## config.mk

```make
export PLATFORM = sky130hd
export DESIGN_NAME = spi_cmd_engine
export DESIGN_NICKNAME = d
export VERILOG_FILES = /design/src/rtl/spi_cmd_pkg.sv /design/src/rtl/spi_byte_shifter.sv /design/src/rtl/spi_cmd_regs.sv /design/src/rtl/spi_cmd_seq.sv /design/src/rtl/spi_cmd_engine.sv
export SDC_FILE = /design/constraint.sdc
export NUM_CORES = 1
export LEC_CHECK = 0
export BUFFER_PORTS_ARGS = -buffer_cell sky130_fd_sc_hd__buf_2
export CAP_MARGIN = 20
export CORE_AREA = 4 4 126 128
export CTS_CLUSTER_SIZE = 30
export DETAILED_ROUTE_END_ITERATION = 8
export DIE_AREA = 0 0 130 132
export PLACE_DENSITY = 0.67
export SYNTH_ARGS = -nofsm -noshare
export SYNTH_HDL_FRONTEND = slang
export SYNTH_SLANG_ARGS = --single-unit
```

## constraint.sdc

```tcl
create_clock -name clk -period 3.2 [get_ports clk]
set_input_delay 0.48 -clock clk [delete_from_list [all_inputs] [get_ports clk]]
set_output_delay 0.48 -clock clk [all_outputs]
set_load 0.02 [all_outputs]
```

## src/rtl/spi_cmd_pkg.sv

```systemverilog
package spi_cmd_pkg;

  localparam logic [7:0] OFS_CTRL = 8'h60;
  localparam logic [7:0] OFS_OPC  = 8'h61;
  localparam logic [7:0] OFS_TX0  = 8'h64;
  localparam logic [7:0] OFS_RX0  = 8'h67;
  localparam int         NSLOT    = 3;

  localparam logic [7:0] OP_WREN  = 8'h06;
  localparam logic [7:0] OP_RDSR  = 8'h05;

  localparam logic [2:0] CLS_WRSR  = 3'b011;
  localparam logic [2:0] CLS_ERASE = 3'b101;

  typedef struct packed {
    logic [2:0] cls;
    logic [1:0] wr_n;
    logic [1:0] rd_n;
  } cmd_ctrl_t;

  typedef enum logic [1:0] {PH_WREN, PH_MAIN, PH_POLL} frame_ph_t;
  typedef enum logic [1:0] {ST_IDLE, ST_FRAME, ST_GAP} seq_st_t;

endpackage

```

## src/rtl/spi_byte_shifter.sv

```systemverilog
module spi_byte_shifter #(
  parameter int CLK_DIV = 2
) (
  input  logic       clk,
  input  logic       rst_n,
  input  logic       byte_go,
  input  logic [7:0] tx_byte,
  input  logic       spi_miso,
  output logic       spi_sclk,
  output logic       spi_mosi,
  output logic       byte_done,
  output logic [7:0] rx_byte
);
  localparam int DIV_W = (CLK_DIV > 1) ? $clog2(CLK_DIV) : 1;
  localparam logic [DIV_W-1:0] DIV_LAST = DIV_W'(CLK_DIV - 1);

  logic             act_q, act_d;
  logic             sclk_q, sclk_d;
  logic             done_q, done_d;
  logic [DIV_W-1:0] div_q, div_d;
  logic [2:0]       bit_q, bit_d;
  logic [7:0]       sh_q, sh_d;
  logic [7:0]       rx_q, rx_d;
  logic             tick;

  always_comb begin
    act_d  = act_q;
    sclk_d = sclk_q;
    done_d = 1'b0;
    div_d  = div_q;
    bit_d  = bit_q;
    sh_d   = sh_q;
    rx_d   = rx_q;
    tick   = act_q && (div_q == DIV_LAST);
    if (byte_go && !act_q) begin
      act_d  = 1'b1;
      sh_d   = tx_byte;
      bit_d  = 3'd0;
      div_d  = '0;
      sclk_d = 1'b0;
    end else if (act_q) begin
      div_d = tick ? '0 : div_q + 1'b1;
      if (tick) begin
        if (!sclk_q) begin
          sclk_d = 1'b1;
          rx_d   = {rx_q[6:0], spi_miso};
        end else begin
          sclk_d = 1'b0;
          sh_d   = {sh_q[6:0], 1'b0};
          bit_d  = bit_q + 3'd1;
          if (bit_q == 3'd7) begin
            act_d  = 1'b0;
            done_d = 1'b1;
          end
        end
      end
    end
  end

  always_ff @(posedge clk or negedge rst_n) begin
    if (!rst_n) begin
      act_q  <= 1'b0;
      sclk_q <= 1'b0;
      done_q <= 1'b0;
      div_q  <= '0;
      bit_q  <= 3'd0;
      sh_q   <= 8'h00;
      rx_q   <= 8'h00;
    end else begin
      act_q  <= act_d;
      sclk_q <= sclk_d;
      done_q <= done_d;
      div_q  <= div_d;
      bit_q  <= bit_d;
      sh_q   <= sh_d;
      rx_q   <= rx_d;
    end
  end

  assign spi_sclk  = sclk_q;
  assign spi_mosi  = sh_q[7];
  assign byte_done = done_q;
  assign rx_byte   = rx_q;
endmodule

```

## src/rtl/spi_cmd_regs.sv

```systemverilog
module spi_cmd_regs
  import spi_cmd_pkg::*;
#(
  parameter int ADDR_W = 8
) (
  input  logic                 clk,
  input  logic                 rst_n,
  input  logic [ADDR_W-1:0]    bus_addr,
  input  logic [7:0]           bus_wdata,
  input  logic                 bus_we,
  input  logic                 bus_re,
  output logic [7:0]           bus_rdata,
  input  logic                 busy,
  input  logic                 rx_we,
  input  logic [1:0]           rx_sel,
  input  logic [7:0]           rx_data,
  output logic                 launch,
  output cmd_ctrl_t            launch_ctrl,
  output cmd_ctrl_t            ctrl,
  output logic [7:0]           opcode,
  output logic [NSLOT-1:0][7:0] tx_bytes
);
  cmd_ctrl_t             ctrl_q, ctrl_d;
  logic [7:0]            opc_q, opc_d;
  logic [NSLOT-1:0][7:0] tx_q;
  logic [NSLOT-1:0][7:0] rx_q;
  logic [7:0]            rdata_q, rdata_d;
  logic                  wr_ok, hit_ctrl, hit_opc;

  assign wr_ok    = bus_we && !busy;
  assign hit_ctrl = (bus_addr == ADDR_W'(OFS_CTRL));
  assign hit_opc  = (bus_addr == ADDR_W'(OFS_OPC));

  assign launch      = wr_ok && hit_ctrl && bus_wdata[0];
  assign launch_ctrl = cmd_ctrl_t'(bus_wdata[7:1]);

  always_comb begin
    ctrl_d = ctrl_q;
    opc_d  = opc_q;
    if (wr_ok && hit_ctrl) ctrl_d = cmd_ctrl_t'(bus_wdata[7:1]);
    if (wr_ok && hit_opc)  opc_d  = bus_wdata;
  end

  always_ff @(posedge clk or negedge rst_n) begin
    if (!rst_n) begin
      ctrl_q <= '0;
      opc_q  <= 8'h00;
    end else begin
      ctrl_q <= ctrl_d;
      opc_q  <= opc_d;
    end
  end

  for (genvar gi = 0; gi < NSLOT; gi++) begin : g_slot
    logic tx_en, rx_en;
    assign tx_en = wr_ok && (bus_addr == ADDR_W'(OFS_TX0 + 8'(gi)));
    assign rx_en = rx_we && (rx_sel == 2'(gi));
    always_ff @(posedge clk or negedge rst_n) begin
      if (!rst_n) begin
        tx_q[gi] <= 8'h00;
        rx_q[gi] <= 8'h00;
      end else begin
        if (tx_en) tx_q[gi] <= bus_wdata;
        if (rx_en) rx_q[gi] <= rx_data;
      end
    end
  end

  always_comb begin
    rdata_d = 8'h00;
    if (hit_ctrl) rdata_d = {ctrl_q, busy};
    if (hit_opc)  rdata_d = opc_q;
    for (int i = 0; i < NSLOT; i++) begin
      if (bus_addr == ADDR_W'(OFS_TX0 + 8'(i))) rdata_d = tx_q[i];
      if (bus_addr == ADDR_W'(OFS_RX0 + 8'(i))) rdata_d = rx_q[i];
    end
  end

  always_ff @(posedge clk or negedge rst_n) begin
    if (!rst_n)      rdata_q <= 8'h00;
    else if (bus_re) rdata_q <= rdata_d;
  end

  assign bus_rdata = rdata_q;
  assign ctrl      = ctrl_q;
  assign opcode    = opc_q;
  assign tx_bytes  = tx_q;
endmodule

```

## src/rtl/spi_cmd_seq.sv

```systemverilog
module spi_cmd_seq
  import spi_cmd_pkg::*;
#(
  parameter int CLK_DIV = 2
) (
  input  logic                  clk,
  input  logic                  rst_n,
  input  logic                  launch,
  input  cmd_ctrl_t             launch_ctrl,
  input  cmd_ctrl_t             ctrl,
  input  logic [7:0]            opcode,
  input  logic [NSLOT-1:0][7:0] tx_bytes,
  input  logic                  byte_done,
  input  logic [7:0]            rx_byte,
  output logic                  byte_go,
  output logic [7:0]            byte_out,
  output logic                  cs_n,
  output logic                  busy,
  output logic                  rx_we,
  output logic [1:0]            rx_sel,
  output logic [7:0]            rx_data
);
  localparam int GAP_CYC = 4 * CLK_DIV;
  localparam int GW      = $clog2(GAP_CYC + 1);
  localparam logic [GW-1:0] GAP_LAST = GW'(GAP_CYC - 1);

  seq_st_t   st_q, st_d;
  frame_ph_t ph_q, ph_d, nph_q, nph_d;
  logic [2:0]    idx_q, idx_d;
  logic [GW-1:0] gcnt_q, gcnt_d;
  logic cs_q, cs_d, busy_q, busy_d, go_q, go_d, fin_q, fin_d;
  logic [2:0] last_idx, rx_pos;
  logic       need_wren, is_erase;

  assign need_wren = (launch_ctrl.cls == CLS_WRSR) || (launch_ctrl.cls == CLS_ERASE);
  assign is_erase  = (ctrl.cls == CLS_ERASE);
  assign rx_pos    = idx_q - 3'd1 - {1'b0, ctrl.wr_n};

  always_comb begin
    case (ph_q)
      PH_WREN: last_idx = 3'd0;
      PH_POLL: last_idx = 3'd1;
      default: last_idx = {1'b0, ctrl.wr_n} + {1'b0, ctrl.rd_n};
    endcase
  end

  always_comb begin
    byte_out = 8'h00;
    case (ph_q)
      PH_WREN: byte_out = OP_WREN;
      PH_POLL: byte_out = (idx_q == 3'd0) ? OP_RDSR : 8'h00;
      default: begin
        if (idx_q == 3'd0)                     byte_out = opcode;
        else if (idx_q <= {1'b0, ctrl.wr_n})   byte_out = tx_bytes[idx_q[1:0] - 2'd1];
      end
    endcase
  end

  always_comb begin
    st_d   = st_q;
    ph_d   = ph_q;
    nph_d  = nph_q;
    idx_d  = idx_q;
    gcnt_d = gcnt_q;
    cs_d   = cs_q;
    busy_d = busy_q;
    fin_d  = fin_q;
    go_d   = 1'b0;
    rx_we  = 1'b0;
    case (st_q)
      ST_IDLE: begin
        if (launch) begin
          busy_d = 1'b1;
          st_d   = ST_FRAME;
          ph_d   = need_wren ? PH_WREN : PH_MAIN;
          idx_d  = 3'd0;
          cs_d   = 1'b0;
          go_d   = 1'b1;
        end
      end
      ST_FRAME: begin
        if (byte_done) begin
          rx_we = (ph_q == PH_MAIN) && (idx_q > {1'b0, ctrl.wr_n});
          if (idx_q == last_idx) begin
            st_d   = ST_GAP;
            cs_d   = 1'b1;
            gcnt_d = '0;
            case (ph_q)
              PH_WREN: begin fin_d = 1'b0; nph_d = PH_MAIN; end
              PH_POLL: begin fin_d = !rx_byte[0]; nph_d = PH_POLL; end
              default: begin fin_d = !is_erase; nph_d = PH_POLL; end
            endcase
          end else begin
            idx_d = idx_q + 3'd1;
            go_d  = 1'b1;
          end
        end
      end
      ST_GAP: begin
        if (gcnt_q == GAP_LAST) begin
          if (fin_q) begin
            busy_d = 1'b0;
            st_d   = ST_IDLE;
          end else begin
            st_d  = ST_FRAME;
            ph_d  = nph_q;
            idx_d = 3'd0;
            cs_d  = 1'b0;
            go_d  = 1'b1;
          end
        end else begin
          gcnt_d = gcnt_q + 1'b1;
        end
      end
      default: st_d = ST_IDLE;
    endcase
  end

  always_ff @(posedge clk or negedge rst_n) begin
    if (!rst_n) begin
      st_q   <= ST_IDLE;
      ph_q   <= PH_MAIN;
      nph_q  <= PH_MAIN;
      idx_q  <= 3'd0;
      gcnt_q <= '0;
      cs_q   <= 1'b1;
      busy_q <= 1'b0;
      go_q   <= 1'b0;
      fin_q  <= 1'b0;
    end else begin
      st_q   <= st_d;
      ph_q   <= ph_d;
      nph_q  <= nph_d;
      idx_q  <= idx_d;
      gcnt_q <= gcnt_d;
      cs_q   <= cs_d;
      busy_q <= busy_d;
      go_q   <= go_d;
      fin_q  <= fin_d;
    end
  end

  assign byte_go = go_q;
  assign cs_n    = cs_q;
  assign busy    = busy_q;
  assign rx_sel  = rx_pos[1:0];
  assign rx_data = rx_byte;
endmodule

```

## src/rtl/spi_cmd_engine.sv

```systemverilog
module spi_cmd_engine
  import spi_cmd_pkg::*;
#(
  parameter int CLK_DIV = 2,
  parameter int ADDR_W  = 8
) (
  input  logic              clk,
  input  logic              rst_n,
  input  logic [ADDR_W-1:0] bus_addr,
  input  logic [7:0]        bus_wdata,
  input  logic              bus_we,
  input  logic              bus_re,
  output logic [7:0]        bus_rdata,
  output logic              spi_sclk,
  output logic              spi_cs_n,
  output logic              spi_mosi,
  input  logic              spi_miso
);
  logic [1:0] rsync_q;
  logic       rst_sync_n;

  always_ff @(posedge clk or negedge rst_n) begin
    if (!rst_n) rsync_q <= 2'b00;
    else        rsync_q <= {rsync_q[0], 1'b1};
  end
  assign rst_sync_n = rsync_q[1];

  cmd_ctrl_t             ctrl_w, launch_ctrl_w;
  logic [7:0]            opcode_w, byte_out_w, rx_byte_w, rx_data_w;
  logic [NSLOT-1:0][7:0] tx_w;
  logic                  launch_w, seq_busy, rx_we_w, byte_go_w, byte_done_w;
  logic [1:0]            rx_sel_w;

  spi_cmd_regs #(.ADDR_W(ADDR_W)) u_regs (
    .clk(clk), .rst_n(rst_sync_n),
    .bus_addr(bus_addr), .bus_wdata(bus_wdata), .bus_we(bus_we), .bus_re(bus_re),
    .bus_rdata(bus_rdata), .busy(seq_busy),
    .rx_we(rx_we_w), .rx_sel(rx_sel_w), .rx_data(rx_data_w),
    .launch(launch_w), .launch_ctrl(launch_ctrl_w), .ctrl(ctrl_w),
    .opcode(opcode_w), .tx_bytes(tx_w)
  );

  spi_cmd_seq #(.CLK_DIV(CLK_DIV)) u_seq (
    .clk(clk), .rst_n(rst_sync_n),
    .launch(launch_w), .launch_ctrl(launch_ctrl_w), .ctrl(ctrl_w),
    .opcode(opcode_w), .tx_bytes(tx_w),
    .byte_done(byte_done_w), .rx_byte(rx_byte_w),
    .byte_go(byte_go_w), .byte_out(byte_out_w),
    .cs_n(spi_cs_n), .busy(seq_busy),
    .rx_we(rx_we_w), .rx_sel(rx_sel_w), .rx_data(rx_data_w)
  );

  spi_byte_shifter #(.CLK_DIV(CLK_DIV)) u_shift (
    .clk(clk), .rst_n(rst_sync_n),
    .byte_go(byte_go_w), .tx_byte(byte_out_w), .spi_miso(spi_miso),
    .spi_sclk(spi_sclk), .spi_mosi(spi_mosi),
    .byte_done(byte_done_w), .rx_byte(rx_byte_w)
  );
endmodule

```

# Word level (Yosys, flattened, before mapping)
# Cells that the tools add are included.
# word_totals
elab_cells	188
output_inout_bits	11
input_bits	21
regBits	113
# classes
magnitude_cmp	3
n_bitwise	2
eq_ne	28
addsub	8
n_reduce_logical	38
muxes	81
# ops
op	n
two-way mux 8 bit	15
== test 8 x 7 -> 1 bit (second input constant)	8
two-way mux 1 bit	34
two-way mux 3 bit	10
AND reduction 4 bit	5
binary-select mux 8 bit (select 2 bit)	1
two-way mux 2 bit	8
one-hot mux 8 bit (2 select lines)	1
logical AND 1 bit	13
two-way mux 4 bit	3
AND reduction 6 bit	2
inequality test 2 bit (second input constant)	5
nonzero test 2 bit	5
== test 3 bit (second input constant)	3
one-hot mux 3 bit (3 select lines)	1
one-hot mux 4 bit (2 select lines)	1
adder 3 x 1 -> 3 bit (second input constant)	2
== test 2 x 1 -> 1 bit (second input constant)	3
== test 2 bit (second input constant)	3
logical NOT 2 bit	3
inequality test 2 x 1 -> 1 bit (second input constant)	3
one-hot mux 1 bit (3 select lines)	2
one-hot mux 2 bit (3 select lines)	1
one-hot mux 3 bit (2 select lines)	1
20 further kinds	27

# Longest topological paths before layout
# Gate-level depths: netlist of the first run.
# logic_depth
depth_word	9
mapped_depth	9
depth_no_buf	8

# Modules after synthesis
# A second synthesis of the first run with hierarchy kept.
# unflattened
cells_unflattened	579
hier_area_um2	6125.9
# by_module_without_submodules
mod	area_each_um2	n_inst	cells_per_inst	seq_area_each_um2
spi_cmd_regs	3637.2	1	315	1776.7
spi_cmd_seq	1446.4	1	173	429.2
spi_byte_shifter	988.4	1	88	575.6
spi_cmd_engine	53.8	1	3	50.0

# Worst setup path after synthesis of the first run
# Ideal clock, no wire load.
# synth_path
path_type	register -> register
start	register u_regs.ctrl_q (netlist bit u_regs.ctrl[2])
end	register u_seq.nph_q[0]
n_path_buf	0
synth_period_minus_slack_ps	2249
required_ps	3118
setup_slack_ps	951
stages_incl_launch_ff	8
setup_time_ps	82
t_arrival_ps	2167
cell_sequence	dfrtp_1 > ha_1 > inv_1 > fa_1 > and4bb_1 > o2bb2ai_2 > o211ai_1 > mux2_2
# synth_between
elab_chain_len	4
# synth_lines
element	line	text
from (decl)	spi_cmd_regs.sv:23	cmd_ctrl_t ctrl_q, ctrl_d;
from (signal assigned)	spi_cmd_regs.sv:49	ctrl_q <= ctrl_d;
adder 2 x 2 -> 3 bit	spi_cmd_seq.sv:43	default: last_idx = {1'b0, ctrl.wr_n} + {1'b0, ctrl.rd_n};
one-hot mux 3 bit (2 select lines)	spi_cmd_seq.sv:40	case (ph_q)
== test 3 bit	spi_cmd_seq.sv:84	if (idx_q == last_idx) begin
AND reduction 3 bit (no line)	--	
to (signal assigned)	spi_cmd_seq.sv:133	nph_q <= nph_d;
to (decl)	spi_cmd_seq.sv:28	frame_ph_t ph_q, ph_d, nph_q, nph_d;
# No other way between the ends.
# A chain may end at the register's enable or synchronous reset.

# Final worst setup path of the first run
# Ends and elaborated chain as after synthesis.

==> results of run 1 <==
-- per-stage QoR --
step	hold slack, ps	total power [mW]	instances	worst slack [ps]	instance area, um2
final	285	3.52	747	701	6710
after global routing	281	3.64	747	573	6710
after CTS	274	3.54	747	705	6710
after detailed placement	267	1.71	716	737	6130
after global placement	264	1.70	716	802	6130
after floorplan	184	1.63	517	951	5830
-- cell type report --
class,count,share of cell area (%)
sequential,113,42.2
tap,188,3.50
timing repair buffer,35,2.98
multi-input combinational,366,41.9
clock inverter,6,1.19
clock buffer,24,7.33
inverter,15,0.839
-- synth_stat cells (2+ instances only) --
| cell | number | area [um2] |
|---|---|---|
| mux2i_1 | 22 | 220 |
| and4bb_2 | 2 | 25.0 |
| nand3_1 | 11 | 55.1 |
| a22oi_1 | 6 | 45.0 |
| or3_1 | 2 | 12.5 |
| or2_2 | 4 | 25.0 |
| nor4_1 | 4 | 25.0 |
| buf_6 | 4 | 45.0 |
| nor3b_1 | 3 | 22.5 |
| nand3b_1 | 5 | 37.5 |
| nor2b_1 | 9 | 56.3 |
| o211a_1 | 3 | 30.0 |
| nand2_1 | 34 | 128 |
| a21oi_1 | 25 | 125 |
| o221ai_1 | 2 | 17.5 |
| and2_1 | 3 | 18.8 |
| dfstp_2 | 3 | 78.8 |
| xnor2_1 | 4 | 35.0 |
| o22ai_1 | 17 | 106 |
| xor2_1 | 4 | 35.0 |
| nor3_1 | 7 | 35.0 |
| a211oi_1 | 3 | 22.5 |
| nand2b_1 | 7 | 43.8 |
| nand4_1 | 3 | 18.8 |
| o211ai_1 | 11 | 82.6 |
| a2111oi_0 | 3 | 26.3 |
| nor2_1 | 19 | 71.3 |
| o21ai_0 | 28 | 140 |
| and3_1 | 5 | 31.3 |
| mux2_2 | 72 | 811 |
| o21ai_1 | 2 | 10.0 |
| inv_1 | 15 | 56.3 |
| buf_2 | 8 | 40.0 |
| a221oi_1 | 4 | 35.0 |
| clkbuf_1 | 10 | 37.5 |
| dfrtp_1 | 110 | 2750 |
| o2111ai_1 | 3 | 26.3 |
| nand3_2 | 2 | 20.0 |
| ha_1 | 9 | 113 |
-- worst register-to-register path: cells and delay by family (launching register included) --
| family | cells | cell delay [ps] |
|---|---|---|
| AND/OR/NAND/NOR | 1 | 240 |
| buffers and inverters | 1 | 50 |
| multiplexers | 1 | 400 |
| AO/OA/AOI/OAI | 2 | 600 |
| flip-flops | 1 | 420 |
| adder cells (fa/ha/maj) | 2 | 710 |
-- metal layers --
metal / vias to the layer above / wire (um) / track usage, %
li1: 1982 / - / -
met1: 2210 / 6480 / 23.4
met2: 100 / 6930 / 27.5
met3: 26 / 659 / 4.50
met4: 0 / 329 / 6.93
met5: - / 0 / 0
-- power groups by stage --
stage / Combinational (mW) / Clock (mW) / Sequential [mW]
6_report: 0.170 / 1.83 / 1.51
5_1_grt: 0.188 / 1.93 / 1.52
4_1_cts: 0.171 / 1.86 / 1.51
3_5_place_dp: 0.169 / 0 / 1.54
3_3_place_gp: 0.165 / 0 / 1.54
2_1_floorplan: 0.101 / 0 / 1.53
-- sequential cells by signal, summed over array words and instances, names as in the netlist, 2 cells and up --
| signal | cells |
|---|---|
| u_seq.idx_q | 3 |
| u_regs.ctrl | 7 |
| u_regs.opcode | 8 |
| u_seq.st_q | 2 |
| u_shift.sh_q | 8 |
| u_shift.bit_q | 3 |
| u_seq.nph_q | 2 |
| u_regs.bus_rdata | 8 |
| u_shift.rx_byte | 8 |
| rsync_q | 2 |
| u_seq.gcnt_q | 4 |
| u_regs.tx_bytes | 24 |
| u_seq.ph_q | 2 |
| u_regs.rx_q | 24 |
-- what timing repair did --
action,in CTS,in global routing
resized for setup,0,0
endpoints found under the hold margin,2,0
hold buffers,1,0
-- cell families after synthesis --
family | count (synthesis) | synth area share (%)
simple gates | 134 | 13.3
buf+inv | 38 | 3.20
other cells | 1 | 0.0643
compound gates | 118 | 13.5
fa+ha+maj | 10 | 2.27
mux | 95 | 17.9
xor+xnor | 8 | 1.20
flops | 113 | 48.6
-- path summary, 6_finish.rpt --
| check | from | to | cells past startpoint |
|---|---|---|---|
| worst min register to register | rsync_q[0]$_DFF_PN0_ | rsync_q[1]$_DFF_PN0_ | 0 |
| max in group asynchronous | rsync_q[1]$_DFF_PN0_ | u_shift.sh_q[4]$_DFFE_PN0P_ | 1 |
| min in group asynchronous | rsync_q[1]$_DFF_PN0_ | u_regs.bus_rdata[6]$_DFFE_PN0P_ | 0 |
| worst max-delay path | u_regs.ctrl[2]$_DFFE_PN0N_ | u_seq.nph_q[0]$_DFFE_PN1P_ | 7 |
| worst min-delay path | spi_miso | u_shift.rx_byte[0]$_DFFE_PN0P_ | 2 |
| worst max register to register | u_regs.ctrl[2]$_DFFE_PN0N_ | u_seq.nph_q[0]$_DFFE_PN1P_ | 7 |
==> summary.md, run 1 <==
| Metric | Value |
|---|---|
| Post-Synthesis Cell Area | roughly 6000 um2 |
| IO buf count | 31 |
| Net Switching | 0.773 mW |
| Drt total wl | 14.4 mm |
| Syn_area_per_cell | between 10 and 15 um2 |
| Least-Margin Pin Slew | 681 ps |
| Skew final | 6.20 ps |
| Final Setup Violations | 0 |
| WS Path Type | flip-flop to flip-flop |
| DRC errors left | 0 |
| Crit-path leading delay family | adder cells |
| ANT cells | 0 |
| Syn Inst Count | 517 |
| RSZ-0062 raised after global routing | no |
| Most frequent cells in the layout | dfrtp_1, mux2_2, nand2_1 |
| Post-route ant nets | 0 |
| Element type at the critical path start | flip-flop |
| Reg2Reg Setup Slack | 700 ps |
| Top Ports | 32 |
| Tot GR Track Use | 17.6% |
| Crit path buffers/inverters | 1 |
| Pwr/cell area | 524 nW/um2 |
| Asr flop ratio synth | 100% |
| Netlist cell types | 68 |
| Clock share of power | 52.1% |
| Clock Path Buffers | 2 |
| Clock-pin slew on the worst setup and hold paths | about 50 ps |
| Final worst path period share | 78.1% |
| TritonCTS clock tree | yes |
| Endpoints failing hold | 0 |
| Area Growth Syn to Fin | 15.1% |
| Fin. max-slew vios | 0 |
| Critical Path AT | 2850 ps |
| Row count | 45 |
| Most common cell after layout, fill and taps aside | dfrtp_1 |
| Syn Nets | roughly 550 |
| Sink Count | 113 |
| Drt initial violations | 398 |
| Post-synth EDFFs | 0 |
| Clock Latency Late Sink | 420 ps |
| Postcts setup bufs | 0 |
| RePlAce Congestion | 0.962 |
| Register area share after synthesis | 48.6% |
| Fin util | a little under half |
| Seq pwr share | 43.1% |
| Fmax | around 400 MHz |
| Critical Path End Type | flip-flop |
| Yosys warns | 0 |
| Largest net degree at the start of global routing | between 60 and 70 |
| WL per Instance | 19.3 um |
| Run status | finished, final reports clean |
| Sequential cell area | 2840 um2 |
| Vias | 4318 |
| Fill count | around 1400 |
| VDD IR max | 0.000367 V |
| Hpwl dp | 10.4 mm |
| Minimum clock period | 2500 ps |
| Multi-input gate area | 2810 um2 |
| CP Data Required Time | between 3000 and 4000 ps |
| Drt pass-1 iters | 5 |
| Net Sw Frac | 22.0% |
| Max stage delay on crit path | 530 ps |
| Vias in the first global route | 4473 |
| CP max stage cell | fa_1 |
| Min-delay worst type | input port to flip-flop |
| Initial antenna violation count | 0 |
| CTS H-tree lvls | 4 |
| Initial Utilization | 39.2% |
| Yosys reg bits | 113 |
| Placeable Area | 14900 um2 |
| Most used DFF post-synth | dfrtp_1 |
| Slew margin rel. | 54.6% |
| Total negative setup slack | 0 ps |
| Final Net Count | between 500 and 600 |
| Leakage | 2.99 nW |
| Share of cells above drive strength 1 | 28.3% |
| Crit-path max FO | 7 |
| Post-DR vias/cell | 5.78 |
| First-pass GRT wire length | ~23 mm |
| Combinational share of power | roughly 4.8% |
| Internal power | ~2.7 mW |
| Root Buffer | clkbuf_16 |
| DIE AREA | ~17000 um2 |
| Max Cap Violations | 0 |
| Crit-path cells | ha_1 -> inv_1 -> fa_1 -> and4bb_1 -> o2bb2ai_2 -> o211ai_1 -> mux2_2 |
| DIE WIDTH | around 130 um |
| Die H | 132 um |
| Num CTS Buffers | 17 |
| Grt ovf | 0 |
Power figures use the tool's default switching activity.
==> inputs of run 2 (changes only) <==
- ABC_AREA: not set -> 1
- CORE_AREA: 4 4 126 128 -> 4 4 125 127
- DIE_AREA: 0 0 130 132 -> 0 0 129 131
- PLACE_DENSITY: 0.67 -> 0.64
- clock period: 3.2 -> 2.4 ns (I/O delays scaled with it)
==> run 2 against run 1 <==
Effect of this change:
- sequential share of layout area rose by 0.70 points
- worst hold slack worse by 95 ps
- non-clock buffer count up 6
- clock skew increased by 2.1 ps
- clock power grew 36%
- largest power group is now registers
- maximum frequency increased by 20%
- power rose by 84%
==> summary.md, run 2 <==
| Metric | Value |
|---|---|
| Run status | finished, final reports clean |
| Skew final | 8.30 ps (+2.10 ps) |
| Critical Path AT | 2420 ps (-430 ps) |
| Asr flop ratio synth | 100% (unchanged) |
| Most frequent cells in the layout | nand2_1, dfrtp_1, o21ai_0 |
| Fmax | 478 MHz (+20%) |
| RePlAce Congestion | 0.845 (-12%) |
| Syn Nets | 714 (+30%) |
| Most used DFF post-synth | dfrtp_1 |
| Syn_area_per_cell | 8.31 um2 (-26%) |
| Post-Synthesis Cell Area | 5670 um2 (-2.7%) |
| Fin. max-slew vios | 0 (unchanged) |
| Register area share after synthesis | 49.9% (+1.3 points) |
| Critical Path End Type | flip-flop |
| Placeable Area | 14400 um2 (-3.0%) |
| Slew margin rel. | 59.8% (+5.2 points) |
| Final hold slack | 190 ps (-95.1 ps) |
| Netlist cell types | 41 (-40%) |
| Clock-pin slew on the worst setup and hold paths | 60 ps (about the same) |
| Pwr/cell area | 983 nW/um2 (+88%) |
| Clock Latency Late Sink | 420 ps (about the same) |
| Number of hold buffers added after cts | 1 (unchanged) |
| Final Setup Violations | 0 (unchanged) |
| Drt total wl | 13.9 mm (-3.6%) |
| Postcts setup bufs | 0 (unchanged) |
| Drt pass-1 iters | 7 (+2) |
| WS Path Type | flip-flop to flip-flop |
| Post-route ant nets | 0 (unchanged) |
| CTS H-tree lvls | 4 (unchanged) |
| Max Cap Violations | 0 (unchanged) |
| Post-DR vias/cell | 5.02 (-13%) |
| WL per Instance | 15.1 um (-22%) |
| Element type at the critical path start | flip-flop |
| Most common cell after layout, fill and taps aside | nand2_1 |
| Syn Inst Count | 683 (+32%) |
| Area Growth Syn to Fin | 16.4% |
| ANT cells | 0 (unchanged) |
| Min-delay worst type | input port to flip-flop |
| Row count | 44 (-2.2%) |
| Met3 capacity usage during global routing | 3.78% (-0.72 points) |
| Grt ovf | 0 (unchanged) |
| Initial Utilization | 39.3% (+0.11 points) |
| Yosys reg bits | 113 (unchanged) |
| Met2 usage | 27.8% (+0.33 points) |
| Largest net degree at the start of global routing | 51 (-16%) |
| Final worst path period share | 87.1% (+9.0 points) |
| Top Ports | 32 (unchanged) |
| Yosys top cell area share | 48.5% (+1.3 points) |
| Vias in the first global route | 4464 (-0.20%) |
| Sink Count | 113 (unchanged) |
| First-pass GRT wire length | 23.1 mm (-1.2%) |
| Hpwl dp | 10.1 mm (-3.6%) |
| DIE AREA | 16900 um2 (-1.5%) |
| Drt initial violations | 313 (-21%) |
| TritonCTS clock tree | yes |
| Main area contributors after synthesis | dfrtp_1, nand2_1, o21ai_0, nand3_1, nor2_1 |
| Clock Path Buffers | 2 (unchanged) |
| Hold path cells | 3 (+1) |
| VDD IR max | 0.000537 V (+46%) |
| Most Crowded Layer GR | met2 |
| DIE WIDTH | 129 um (-0.77%) |
| Vias | 4611 (+6.8%) |
| Post-synth EDFFs | 0 (unchanged) |
| Tot GR Track Use | 17.9% (+0.36 points) |
| DRC errors left | 0 (unchanged) |
| Met1 usage | 24.0% (+0.67 points) |
| Most area-hungry cell type in the Yosys netlist | dfrtp_1 |
| Die H | 131 um (-0.76%) |
| IO buf count | 31 (unchanged) |
| RSZ-0062 raised after global routing | no |
| Commonest cells in the netlist | nand2_1, dfrtp_1, o21ai_0 |
| Minimum clock period | 2090 ps (-408 ps) |
| Yosys warns | 0 (unchanged) |
| CP Data Required Time | 2730 ps (-820 ps) |
| R2R cell count | 8 (+1) |
| Most frequent cell after synthesis | nand2_1 |
| Final Net Count | 753 (+30%) |
| Root Buffer | clkbuf_16 |
| CTS resizes | 0 (unchanged) |
| Leakage | 3.12 nW (+4.2%) |
| Total negative setup slack | 0 ps (unchanged) |
| Num CTS Buffers | 17 (unchanged) |
| Least-Margin Pin Slew | 601 ps (-79.8 ps) |
| Initial antenna violation count | 0 (unchanged) |
| Endpoints failing hold | 0 (unchanged) |
| Share of cells above drive strength 1 | 15.9% (-12 points) |
| Crit-path max FO | 12 (+5) |
## run 2: cell types whose count changed in the layout (fill, tap and decap cells not counted), moves of 38 or more
cell and delta:
nand2_1 +136, mux2_2 -72, nand3_1 +54, o21ai_0 +52, nor2_1 +51, inv_1 +38
## run 2: metal layers
metal  share of wire, %  vias to the layer above  wire length [um]
li1                   -                     2332                 -
met1                 47                     2136              6500
met2                 46                      117              6400
met3                4.5                       26               619
met4                2.6                        0               365
met5                  0                        -                 0
## run 2: critical path: stages, from the launching register on
cell,delay [ps]
dfrtp_1,430
ha_1,200
inv_1,60
fa_1,400
nor2_1,130
xor2_1,70
nor2_1,150
nand4_2,280
o31ai_1,290
## run 2: cell families (layout without fill, tap and decap cells)
family | after synthesis | count (layout) | share of synthesized area [%]
compound gates | 125 | 125 | 12.1
xor+xnor | 7 | 7 | 1.21
fa+ha+maj | 10 | 10 | 2.34
buf+inv | 81 | 132 | 6.53
flops | 113 | 113 | 49.9
other cells | 1 | 1 | 0.0661
simple gates | 346 | 346 | 27.9
## run 2: final timing paths
path                                                   to  slack (ps)                        from
min in group asynchronous            rsync_q[1]$_DFF_PN0_         250                       rst_n
setup reg to reg               u_seq.nph_q[0]$_DFFE_PN1P_         310  u_regs.ctrl[2]$_DFFE_PN0N_
hold reg to reg              u_regs.opcode[6]$_DFFE_PN0P_         320        rsync_q[1]$_DFF_PN0_
hold / removal             u_shift.rx_byte[0]$_DFFE_PN0P_         190                    spi_miso
max in group asynchronous          u_seq.cs_n$_DFFE_PN1P_        1330        rsync_q[1]$_DFF_PN0_
setup / recovery               u_seq.nph_q[0]$_DFFE_PN1P_         310  u_regs.ctrl[2]$_DFFE_PN0N_
## run 2: power breakdown
group / switching [mW] / total [mW] / internal, mW
sequential: 0.279 / 2.53 / 2.25
clock: 0.916 / 2.49 / 1.57
combinational: 0.976 / 1.47 / 0.490
## run 2: per-stage QoR
step / power (mW) / cell area [um2] / utilization (%) / cells / setup WS (ps)
floorplan: 3.56 / 5680 / - / 683 / 499
global placement: 3.99 / 6000 / 41.6 / 886 / 336
detailed placement: 4.02 / 6000 / 41.6 / 886 / 259
CTS: 6.54 / 6600 / 45.8 / 918 / 295
global route: 6.91 / 6600 / 45.8 / 918 / 102
finish: 6.49 / 6600 / 45.8 / 918 / 309
## run 2: cell type report
cell class / instances / area [um2]
multi-input combinational: 489 / 2470
fill: 1472 / 7820
sequential: 113 / 2840
timing repair buffer: 41 / 245
clock buffer: 19 / 453
clock inverter: 12 / 136
inverter: 60 / 230
tap: 184 / 230
